`src/rtl/dzfd_pkg.sv`:
```
package dzfd_pkg;

  typedef enum logic [1:0] {
    ST_CLR    = 2'd0,
    ST_SETTLE = 2'd1,
    ST_CAP    = 2'd2,
    ST_DONE   = 2'd3
  } conv_st_t;

endpackage

```
`src/rtl/dzfd_seq.sv`:
```
module dzfd_seq
  import dzfd_pkg::*;
#(
  parameter int CNT_W = 4
) (
  input  logic             clk,
  input  logic             rst_n,
  input  logic [CNT_W-1:0] clr_len,
  input  logic [CNT_W-1:0] settle_len,
  output logic             clr_on,
  output logic             cap_en,
  output logic             dec_en
);

  conv_st_t         st_q, st_d;
  logic [CNT_W-1:0] cnt_q, cnt_d;

  always_comb begin
    st_d  = st_q;
    cnt_d = cnt_q + CNT_W'(1);
    unique case (st_q)
      ST_CLR: begin
        if (cnt_q == clr_len) begin
          st_d  = ST_SETTLE;
          cnt_d = '0;
        end
      end
      ST_SETTLE: begin
        if (cnt_q == settle_len) begin
          st_d  = ST_CAP;
          cnt_d = '0;
        end
      end
      ST_CAP: begin
        st_d  = ST_DONE;
        cnt_d = '0;
      end
      ST_DONE: begin
        st_d  = ST_CLR;
        cnt_d = '0;
      end
      default: begin
        st_d  = ST_CLR;
        cnt_d = '0;
      end
    endcase
  end

  always_ff @(posedge clk or negedge rst_n) begin
    if (!rst_n) begin
      st_q  <= ST_CLR;
      cnt_q <= '0;
    end else begin
      st_q  <= st_d;
      cnt_q <= cnt_d;
    end
  end

  assign clr_on = (st_q == ST_CLR);
  assign cap_en = (st_q == ST_CAP);
  assign dec_en = (st_q == ST_DONE);

endmodule

```
`src/rtl/dzfd_capture.sv`:
```
module dzfd_capture #(
  parameter int W = 63
) (
  input  logic         clk,
  input  logic         rst_n,
  input  logic         cap_en,
  input  logic [W-1:0] word_in,
  input  logic         mode_in,
  output logic [W-1:0] word_q,
  output logic         mode_q
);

  logic [W-1:0] word_d;
  logic         mode_d;

  always_comb begin
    word_d = word_q;
    mode_d = mode_q;
    if (cap_en) begin
      word_d = word_in;
      mode_d = mode_in;
    end
  end

  always_ff @(posedge clk or negedge rst_n) begin
    if (!rst_n) begin
      word_q <= '1;
      mode_q <= 1'b0;
    end else begin
      word_q <= word_d;
      mode_q <= mode_d;
    end
  end

endmodule

```
`src/rtl/dzfd_run_finder.sv`:
```
module dzfd_run_finder #(
  parameter int W      = 63,
  parameter int CODE_W = 6
) (
  input  logic [W-1:0]      vec,
  output logic [CODE_W-1:0] lo_idx,
  output logic [CODE_W-1:0] hi_idx,
  output logic              bad
);

  localparam int RUN_W = $clog2(W + 1);

  logic [W-1:0]     run_start;
  logic [RUN_W-1:0] n_runs;

  // A zero run starts where a zero has a one (or the bottom edge) below it.
  generate
    for (genvar g = 0; g < W; g++) begin : g_start
      if (g == 0) begin : g_bottom
        assign run_start[g] = ~vec[g];
      end else begin : g_upper
        assign run_start[g] = ~vec[g] & vec[g-1];
      end
    end
  endgenerate

  always_comb begin
    n_runs = '0;
    for (int i = 0; i < W; i++) begin
      n_runs = n_runs + RUN_W'(run_start[i]);
    end
  end

  always_comb begin
    lo_idx = '0;
    for (int i = W - 1; i >= 0; i--) begin
      if (!vec[i]) lo_idx = CODE_W'(i);
    end
  end

  always_comb begin
    hi_idx = '0;
    for (int i = 0; i < W; i++) begin
      if (!vec[i]) hi_idx = CODE_W'(i);
    end
  end

  assign bad = (n_runs != RUN_W'(1));

endmodule

```
`src/rtl/dzfd_result.sv`:
```
module dzfd_result #(
  parameter int CODE_W = 6
) (
  input  logic              clk,
  input  logic              rst_n,
  input  logic              dec_en,
  input  logic              use_hi,
  input  logic [CODE_W-1:0] lo_idx,
  input  logic [CODE_W-1:0] hi_idx,
  input  logic              bad,
  output logic [CODE_W-1:0] code_q,
  output logic              vld_q,
  output logic              err_q
);

  logic [CODE_W-1:0] code_d;
  logic              err_d;

  always_comb begin
    code_d = code_q;
    err_d  = err_q;
    if (dec_en) begin
      err_d = bad;
      if (!bad) code_d = use_hi ? hi_idx : lo_idx;
    end
  end

  always_ff @(posedge clk or negedge rst_n) begin
    if (!rst_n) begin
      code_q <= '0;
      err_q  <= 1'b0;
      vld_q  <= 1'b0;
    end else begin
      code_q <= code_d;
      err_q  <= err_d;
      vld_q  <= dec_en;
    end
  end

endmodule

```
`src/rtl/dzone_flash_decoder.sv`:
```
module dzone_flash_decoder #(
  parameter int  CODE_W = 6,
  parameter int  CNT_W  = 4,
  localparam int W      = (1 << CODE_W) - 1
) (
  input  logic              clk,
  input  logic              rst_n,
  input  logic [W-1:0]      cmp_word,
  input  logic              sel_max,
  input  logic [CNT_W-1:0]  clr_len,
  input  logic [CNT_W-1:0]  settle_len,
  output logic              cmp_clr,
  output logic [CODE_W-1:0] code,
  output logic              code_vld,
  output logic              code_err
);

  logic              cap_en;
  logic              dec_en;
  logic [W-1:0]      samp_q;
  logic              mode_q;
  logic [CODE_W-1:0] lo_idx;
  logic [CODE_W-1:0] hi_idx;
  logic              bad;

  dzfd_seq #(.CNT_W(CNT_W)) u_seq (
    .clk        (clk),
    .rst_n      (rst_n),
    .clr_len    (clr_len),
    .settle_len (settle_len),
    .clr_on     (cmp_clr),
    .cap_en     (cap_en),
    .dec_en     (dec_en)
  );

  dzfd_capture #(.W(W)) u_cap (
    .clk     (clk),
    .rst_n   (rst_n),
    .cap_en  (cap_en),
    .word_in (cmp_word),
    .mode_in (sel_max),
    .word_q  (samp_q),
    .mode_q  (mode_q)
  );

  dzfd_run_finder #(.W(W), .CODE_W(CODE_W)) u_find (
    .vec    (samp_q),
    .lo_idx (lo_idx),
    .hi_idx (hi_idx),
    .bad    (bad)
  );

  dzfd_result #(.CODE_W(CODE_W)) u_res (
    .clk    (clk),
    .rst_n  (rst_n),
    .dec_en (dec_en),
    .use_hi (mode_q),
    .lo_idx (lo_idx),
    .hi_idx (hi_idx),
    .bad    (bad),
    .code_q (code),
    .vld_q  (code_vld),
    .err_q  (code_err)
  );

endmodule

```
`config.mk`:
```
export PLATFORM = sky130hd
export DESIGN_NAME = dzone_flash_decoder
export DESIGN_NICKNAME = d
export VERILOG_FILES = /design/src/rtl/dzfd_pkg.sv /design/src/rtl/dzfd_seq.sv /design/src/rtl/dzfd_capture.sv /design/src/rtl/dzfd_run_finder.sv /design/src/rtl/dzfd_result.sv /design/src/rtl/dzone_flash_decoder.sv
export SDC_FILE = /design/constraint.sdc
export NUM_CORES = 1
export LEC_CHECK = 0
export BUFFER_PORTS_ARGS = -buffer_cell sky130_fd_sc_hd__clkbuf_2
export CAP_MARGIN = 20
export CELL_PAD_IN_SITES_DETAIL_PLACEMENT = 1
export CELL_PAD_IN_SITES_GLOBAL_PLACEMENT = 2
export CORE_MARGIN = 8
export CORE_UTILIZATION = 34
export DETAILED_ROUTE_END_ITERATION = 8
export GPL_ROUTABILITY_DRIVEN = 0
export HOLD_SLACK_MARGIN = 0.12
export PLACE_DENSITY_LB_ADDON = 0.1
export SYNTH_ARGS = -nofsm -noshare
export SYNTH_HDL_FRONTEND = slang
export SYNTH_SLANG_ARGS = --single-unit
```
`constraint.sdc`:
```
create_clock -name clk -period 6.6 [get_ports clk]
set_input_delay 0.33 -clock clk [delete_from_list [all_inputs] [get_ports clk]]
set_output_delay 0.33 -clock clk [all_outputs]
set_load 0.01 [all_outputs]
```
==> results of run 1 <==
## per-stage QoR
step           cell area (um2)  std cells  util, %  hold slack (ns)
2_1_floorplan             6300        635        -           0.0344
3_3_place_gp              7460        999     41.3            0.462
3_5_place_dp              7460        999     41.3            0.481
4_1_cts                   7880       1015     43.6            0.179
5_1_grt                   7990       1019     44.2            0.193
6_report                  7990       1019     44.2            0.191
## sequential cells by signal, indices dropped and copies added (netlist names)
register and count:
u_cap.word_q 63, u_seq.cnt_q 4, u_cap.mode_q 1, u_res.err_q 1, u_res.vld_q 1, u_res.code_q 6, u_seq.st_q 2
## cell type report
type | instances | area, um2
Clock inverter | 4 | 120
Tap cell | 229 | 287
Clock buffer | 12 | 246
Inverter | 74 | 278
Fill cell | 2093 | 10100
Multi-Input combinational cell | 463 | 4010
Timing Repair Buffer | 159 | 1020
Sequential cell | 78 | 2030
## kinds of logic (layout without fill, tap and decap cells)
kind of cell	count (synthesis)	count (layout)
muxes	56	56
and+or+nand+nor	215	215
other	1	1
xor gates and xnor gates	12	12
DFF	78	78
adders and majority gates	71	71
buffers and inverters	94	249
AOI/OAI and AO/OA	108	108
## repair_timing
| action | CTS | global route |
|---|---|---|
| pin swaps | 9 | 11 |
| endpoints found under the setup margin | 7 | 7 |
| endpoints found under the hold margin | 0 | 7 |
| setup buffers | 0 | 2 |
| gates resized for setup | 16 | 24 |
| hold buffers | 0 | 1 |
## worst max-delay path, cell delays in order, from the launching register on
cell	delay (ns)
dfstp_2	0.54
nor2_2	0.05
fa_1	0.54
inv_2	0.05
fa_1	0.51
inv_2	0.04
fa_1	0.55
inv_2	0.04
fa_1	0.51
inv_2	0.04
fa_1	0.48
fa_1	0.49
inv_1	0.05
fa_1	0.48
fa_1	0.48
inv_1	0.07
ha_2	0.18
inv_2	0.04
fa_1	0.49
nand3_2	0.08
a21oi_2	0.14
o2111ai_2	0.14
buf_6	0.17
nor2_4	0.09
o2111ai_1	0.11
o211ai_1	0.18
## layout by cell type, fill, tap and decap left out, types with 15 or more instances in the layout
cell	Yosys	final
nand2b_1	41	39
nor2_1	19	16
dfstp_2	63	63
buf_4	0	73
inv_1	74	65
nand3_1	18	17
dfrtp_1	15	15
nand2_1	54	52
nor2b_1	28	20
nand4_1	16	16
o21ai_0	28	27
clkbuf_2	0	81
fa_1	53	52
a21oi_1	21	19
ha_1	18	16
mux2_2	56	56
## routing by layer
layer / GRT usage, % / vias to the layer above
li1: - / 2472
met5: 0 / -
met3: 3.26 / 19
met2: 29.5 / 90
met4: 5.09 / 0
met1: 23.3 / 2591
## path summary, 6_finish.rpt
path	startpoint	to	slack (ns)	cells past startpoint
max	u_cap.word_q[34]	u_res.code_q[0]	-0.03	25
max in group asynchronous	rst_n	u_cap.word_q[37]	5.43	3
min in group asynchronous	rst_n	u_res.code_q[4]	0.52	2
max reg2reg	u_cap.word_q[34]	u_res.code_q[0]	-0.03	25
min reg2reg	u_res.code_q[5]	u_res.code_q[5]	0.49	1
min	cmp_word[33]	u_cap.word_q[33]	0.19	3
==> impl_metrics.env, run 1 <==
export IMPL_dp_hpwl_um=16800
export IMPL_synth_compound_area_share_pct=11.2
export IMPL_cts_buffers=9
export IMPL_slew_viol_final=0
export IMPL_met1Wirelength_um=9310
export IMPL_synth_top_area_cell="dfstp_2"
export IMPL_grt_setup_unrepaired="true"
export IMPL_async_flop_share_pct=100
export IMPL_wl_met2_um=9810
export IMPL_start_util_pct=34.8
export IMPL_detail_route_wl_per_cell_um=19.7
export IMPL_hold_viol=0
export IMPL_synth_edf_count=0
export IMPL_tightest_slew_ns=0.626
export IMPL_clockBufferDepth=2
export IMPL_synth_cell_type_count=52
export IMPL_vias_per_cell=5.08
export IMPL_synthCells=635
export IMPL_wl_met3_um=636
export IMPL_first_iter_violations=209
export IMPL_coreArea_um2=18100
export IMPL_yosys_warnings=0
export IMPL_yosysTopAreaCellShare_pct=26.3
export IMPL_rows=49
export IMPL_crit_arrival_ns=6.88
export IMPL_yosys_area_share_simple_pct=18.7
export IMPL_drcViolationCount=0
export IMPL_layout_worst_path_cycle_share_pct=100
export IMPL_clock_latency_ns=0.34
export IMPL_vias=5172
export IMPL_clk_pin_slew_ns=0.06
export IMPL_setup_viol=3
export IMPL_ys_flop_type="dfstp_2"
export IMPL_grt_max_degree=79
export IMPL_wirelength_um=20100
export IMPL_critPathLaunchType="flop"
export IMPL_clock_sinks=78
export IMPL_dieWidth_um=152
export IMPL_cp_max_fo=8
export IMPL_synth_xor_area_share_pct=1.67
export IMPL_synth_area_um2=6300
export IMPL_status="finished, violations left"
export IMPL_synth_top_family_by_area="adder cells"
export IMPL_synthTopCellsByCount="inv_1 (74), dfstp_2 (63), mux2_2 (56), nand2_1 (54), fa_1 (53)"
export IMPL_antenna_found_initial=0
export IMPL_syn_avg_cell_area_um2=9.92
export IMPL_overflow=0
export IMPL_fin_crit_ns=6.63
export IMPL_die_area_um2=23100
export IMPL_hold_class="in2reg"
export IMPL_violations="negative setup slack"
export IMPL_yosys_top_cells_area="dfstp_2 (26%), fa_1 (17%), mux2_2 (10%)"
export IMPL_maxCapViolations=0
export IMPL_max_freq_mhz=151
export IMPL_dr_pass1_iters=4
export IMPL_setup_tns_ns=-0.0659
export IMPL_slew_headroom_pct=58.3
export IMPL_die_h_um=152
export IMPL_clockRootBuffer="clkbuf_16"
export IMPL_synth_seq_cells=78
export IMPL_grt_pass1_wl_um=32700
export IMPL_cts_tree="yes"
export IMPL_syn_nets=780
export IMPL_ys_seq_area_share_pct=32.2
export IMPL_cts_max_level=3
export IMPL_top_layer_used="met4"
export IMPL_port_buffers=82
export IMPL_final_antenna_net_count=0
export IMPL_io_pins=83
export IMPL_post_synth_top_count_cell="inv_1"
export IMPL_critPathKind="reg2reg"
export IMPL_critPathRequiredTime_ns=6.86
export IMPL_nNetsFinal=930
export IMPL_end_kind="flop"
export IMPL_drive_gt1_share_pct=41.5
export IMPL_antennaDiodeCount=0
export IMPL_grt_total_usage_pct=17.8
export IMPL_synth_fa_ha_area_share_pct=20.4
export IMPL_grt_pass1_vias=5808
export IMPL_preCtsSetupSlack_ns=-0.221
export IMPL_fin_skew_ns=0.00770
export IMPL_syn_to_final_growth_pct=26.8
export IMPL_synth_area_mux_share_pct=10.0
export IMPL_worst_slack_ns=-0.0273
Power of run 1 is not shown: default switching activity piles up to over one toggle a cycle in this logic, so the estimate is an artifact.
==> inputs of run 2 (changes only) <==
--- a/config.mk
+++ b/config.mk
@@ -6,13 +6,13 @@
 export NUM_CORES = 1
 export LEC_CHECK = 0
 export BUFFER_PORTS_ARGS = -buffer_cell sky130_fd_sc_hd__clkbuf_2
-export CAP_MARGIN = 20
 export CELL_PAD_IN_SITES_DETAIL_PLACEMENT = 1
 export CELL_PAD_IN_SITES_GLOBAL_PLACEMENT = 2
 export CORE_MARGIN = 8
 export CORE_UTILIZATION = 34
 export DETAILED_ROUTE_END_ITERATION = 8
 export GPL_ROUTABILITY_DRIVEN = 0
+export GPL_TIMING_DRIVEN = 0
 export HOLD_SLACK_MARGIN = 0.12
 export PLACE_DENSITY_LB_ADDON = 0.1
 export SYNTH_ARGS = -nofsm -noshare
==> run 2 against run 1 <==
Highest routed layer unchanged. Routed wire length is 1.8% higher. Critical path depth stayed put. Setup slack worse by 0.12 ns. Worst hold slack worse by 0.013 ns. The flow still finishes with violations (negative setup slack). Non-clock buffer count is 30 lower. Flip-flop and latch count stayed put.
==> impl_metrics.env, run 2 (synthesis results as in run 1) <==
export IMPL_status="finished, violations left"
export IMPL_violations="negative setup slack"
export IMPL_hold_viol=0
export IMPL_max_freq_mhz=148
export IMPL_critPathKind="reg2reg"
export IMPL_antennaDiodeCount=0
export IMPL_layout_worst_path_cycle_share_pct=102
export IMPL_dieWidth_um=152
export IMPL_fin_skew_ns=0.0124
export IMPL_largest_register_ffs=63
export IMPL_wl_met3_um=650
export IMPL_grt_setup_unrepaired="true"
export IMPL_slew_headroom_pct=39.4
export IMPL_drive_gt1_share_pct=37.8
export IMPL_tightest_slew_ns=0.909
export IMPL_clk_pin_slew_ns=0.07
export IMPL_r2r_start="u_cap.word_q[58]"
export IMPL_met1Wirelength_um=9580
export IMPL_wirelength_um=20500
export IMPL_vias_per_cell=5.21
export IMPL_grt_pass1_vias=5760
export IMPL_final_common_cell="clkbuf_2"
export IMPL_cts_max_level=3
export IMPL_hold_path_startpoint="cmp_word[58]"
export IMPL_die_area_um2=23100
export IMPL_layoutNonFillerInstCount=989
export IMPL_rr_worst_depth=25
export IMPL_dr_pass1_iters=4
export IMPL_antenna_found_initial=0
export IMPL_cp_startpoint="u_cap.word_q[58]"
export IMPL_detail_route_wl_per_cell_um=20.7
export IMPL_largestRegisters="u_cap.word_q: 63 flops, u_res.code_q: 6 flops, u_seq.cnt_q: 4 flops"
export IMPL_die_h_um=152
export IMPL_maxCapViolations=0
export IMPL_setup_viol=4
export IMPL_nNetsFinal=900
export IMPL_grt_total_usage_pct=18.2
export IMPL_hold_class="in2reg"
export IMPL_top_layer_used="met4"
export IMPL_wl_met2_um=9720
export IMPL_clockBufferDepth=2
export IMPL_min_delay_path_depth=3
export IMPL_largest_register="u_cap.word_q"
export IMPL_end_kind="flop"
export IMPL_slew_viol_final=0
export IMPL_fin_crit_ns=6.75
export IMPL_io_pins=83
export IMPL_worst_slack_ns=-0.150
export IMPL_clockRootBuffer="clkbuf_16"
export IMPL_overflow=0
export IMPL_cp_max_fo=4
export IMPL_drcViolationCount=0
export IMPL_grt_pass1_wl_um=33100
export IMPL_dp_cells=947
export IMPL_coreArea_um2=18100
export IMPL_crit_arrival_ns=7.02
export IMPL_start_util_pct=34.8
export IMPL_mostFrequentLayoutCells="clkbuf_2 (81), inv_1 (66), dfstp_2 (63)"
export IMPL_syn_to_final_growth_pct=23.0
export IMPL_grt_max_degree=41
export IMPL_critPathRequiredTime_ns=6.87
export IMPL_port_buffers=82
export IMPL_final_antenna_net_count=0
export IMPL_clock_latency_ns=0.35
export IMPL_vias=5156
export IMPL_cts_tree="yes"
export IMPL_cts_buffers=9
export IMPL_clock_sinks=78
export IMPL_first_iter_violations=224
export IMPL_rows=49
export IMPL_dp_hpwl_um=16000
export IMPL_critPathLaunchType="flop"
[run 2: cell count changes in the layout (fill, tap and decap cells not counted), moves of 2 or more]
cell / before / now
buf_4: 73 / 34
clkbuf_1: 2 / 10
buf_12: 1 / 3
buf_6: 3 / 1
bufinv_16: 4 / 2
ha_2: 2 / 0
[run 2: stage by stage]
| step | hold slack [ns] | TNS, ns | utilization, % | instance area, um2 | setup WS (ns) |
|---|---|---|---|---|---|
| after global placement | 0.464 | -5.78 | 38.7 | 7000 | -0.939 |
| after CTS | 0.177 | -0.556 | 42.2 | 7640 | -0.167 |
| after floorplan | 0.0344 | 0 | - | 6300 | 0.00534 |
| final | 0.178 | -0.444 | 42.8 | 7750 | -0.150 |
| after detailed placement | 0.386 | -6.21 | 38.8 | 7020 | -0.995 |
| after global routing | 0.195 | -1.69 | 42.8 | 7750 | -0.397 |
[run 2: final timing paths]
check | endpoint | slack (ns)
max | u_res.code_q[0] | -0.15
min | u_cap.word_q[58] | 0.18
max reg2reg | u_res.code_q[0] | -0.15
min reg2reg | u_res.err_q | 0.48
max in group asynchronous | u_cap.word_q[50] | 5.37
min in group asynchronous | u_res.err_q | 0.55
[run 2: area by class of cell]
type,instances,area [um2]
buffer,9,41.3
clock buffer,13,272
clock inverter,3,65.1
fill,2053,10300
inverter,74,278
multi-input combinational,463,4040
sequential,78,2030
tap,229,287
timing repair buffer,120,738
[run 2: per-layer routing]
metal | GRT usage [%] | vias up
met4 | 6.85 | 0
met3 | 2.86 | 30
met1 | 24.1 | 2616
met5 | 0 | -
met2 | 29.4 | 104
li1 | - | 2406
[run 2: timing repair]
| action | 4_1_cts | 5_1_grt |
|---|---|---|
| endpoints found under the hold margin | 8 | 0 |
| pin swaps | 5 | 5 |
| hold buffers | 1 | 0 |
| resized for setup | 28 | 10 |
| setup buffers | 28 | 8 |
| setup endpoints to repair | 7 | 7 |
[run 2: worst max-delay path, cell delays in order (launching register included)]
cell and delay [ns]:
dfstp_2 0.54, inv_1 0.07, nand2_2 0.07, fa_1 0.45, fa_1 0.51, inv_2 0.05, fa_1 0.47, fa_1 0.57
inv_2 0.04, fa_1 0.52, inv_2 0.04, fa_1 0.54, inv_2 0.04, fa_1 0.50, fa_1 0.43, inv_2 0.08
ha_4 0.13, inv_2 0.04, fa_1 0.54, nand3_2 0.08, a21oi_2 0.16, o2111ai_4 0.18, buf_12 0.19, nor2_4 0.09
o2111ai_2 0.12, o211ai_1 0.18
Power of run 2 is left out for the same reason.
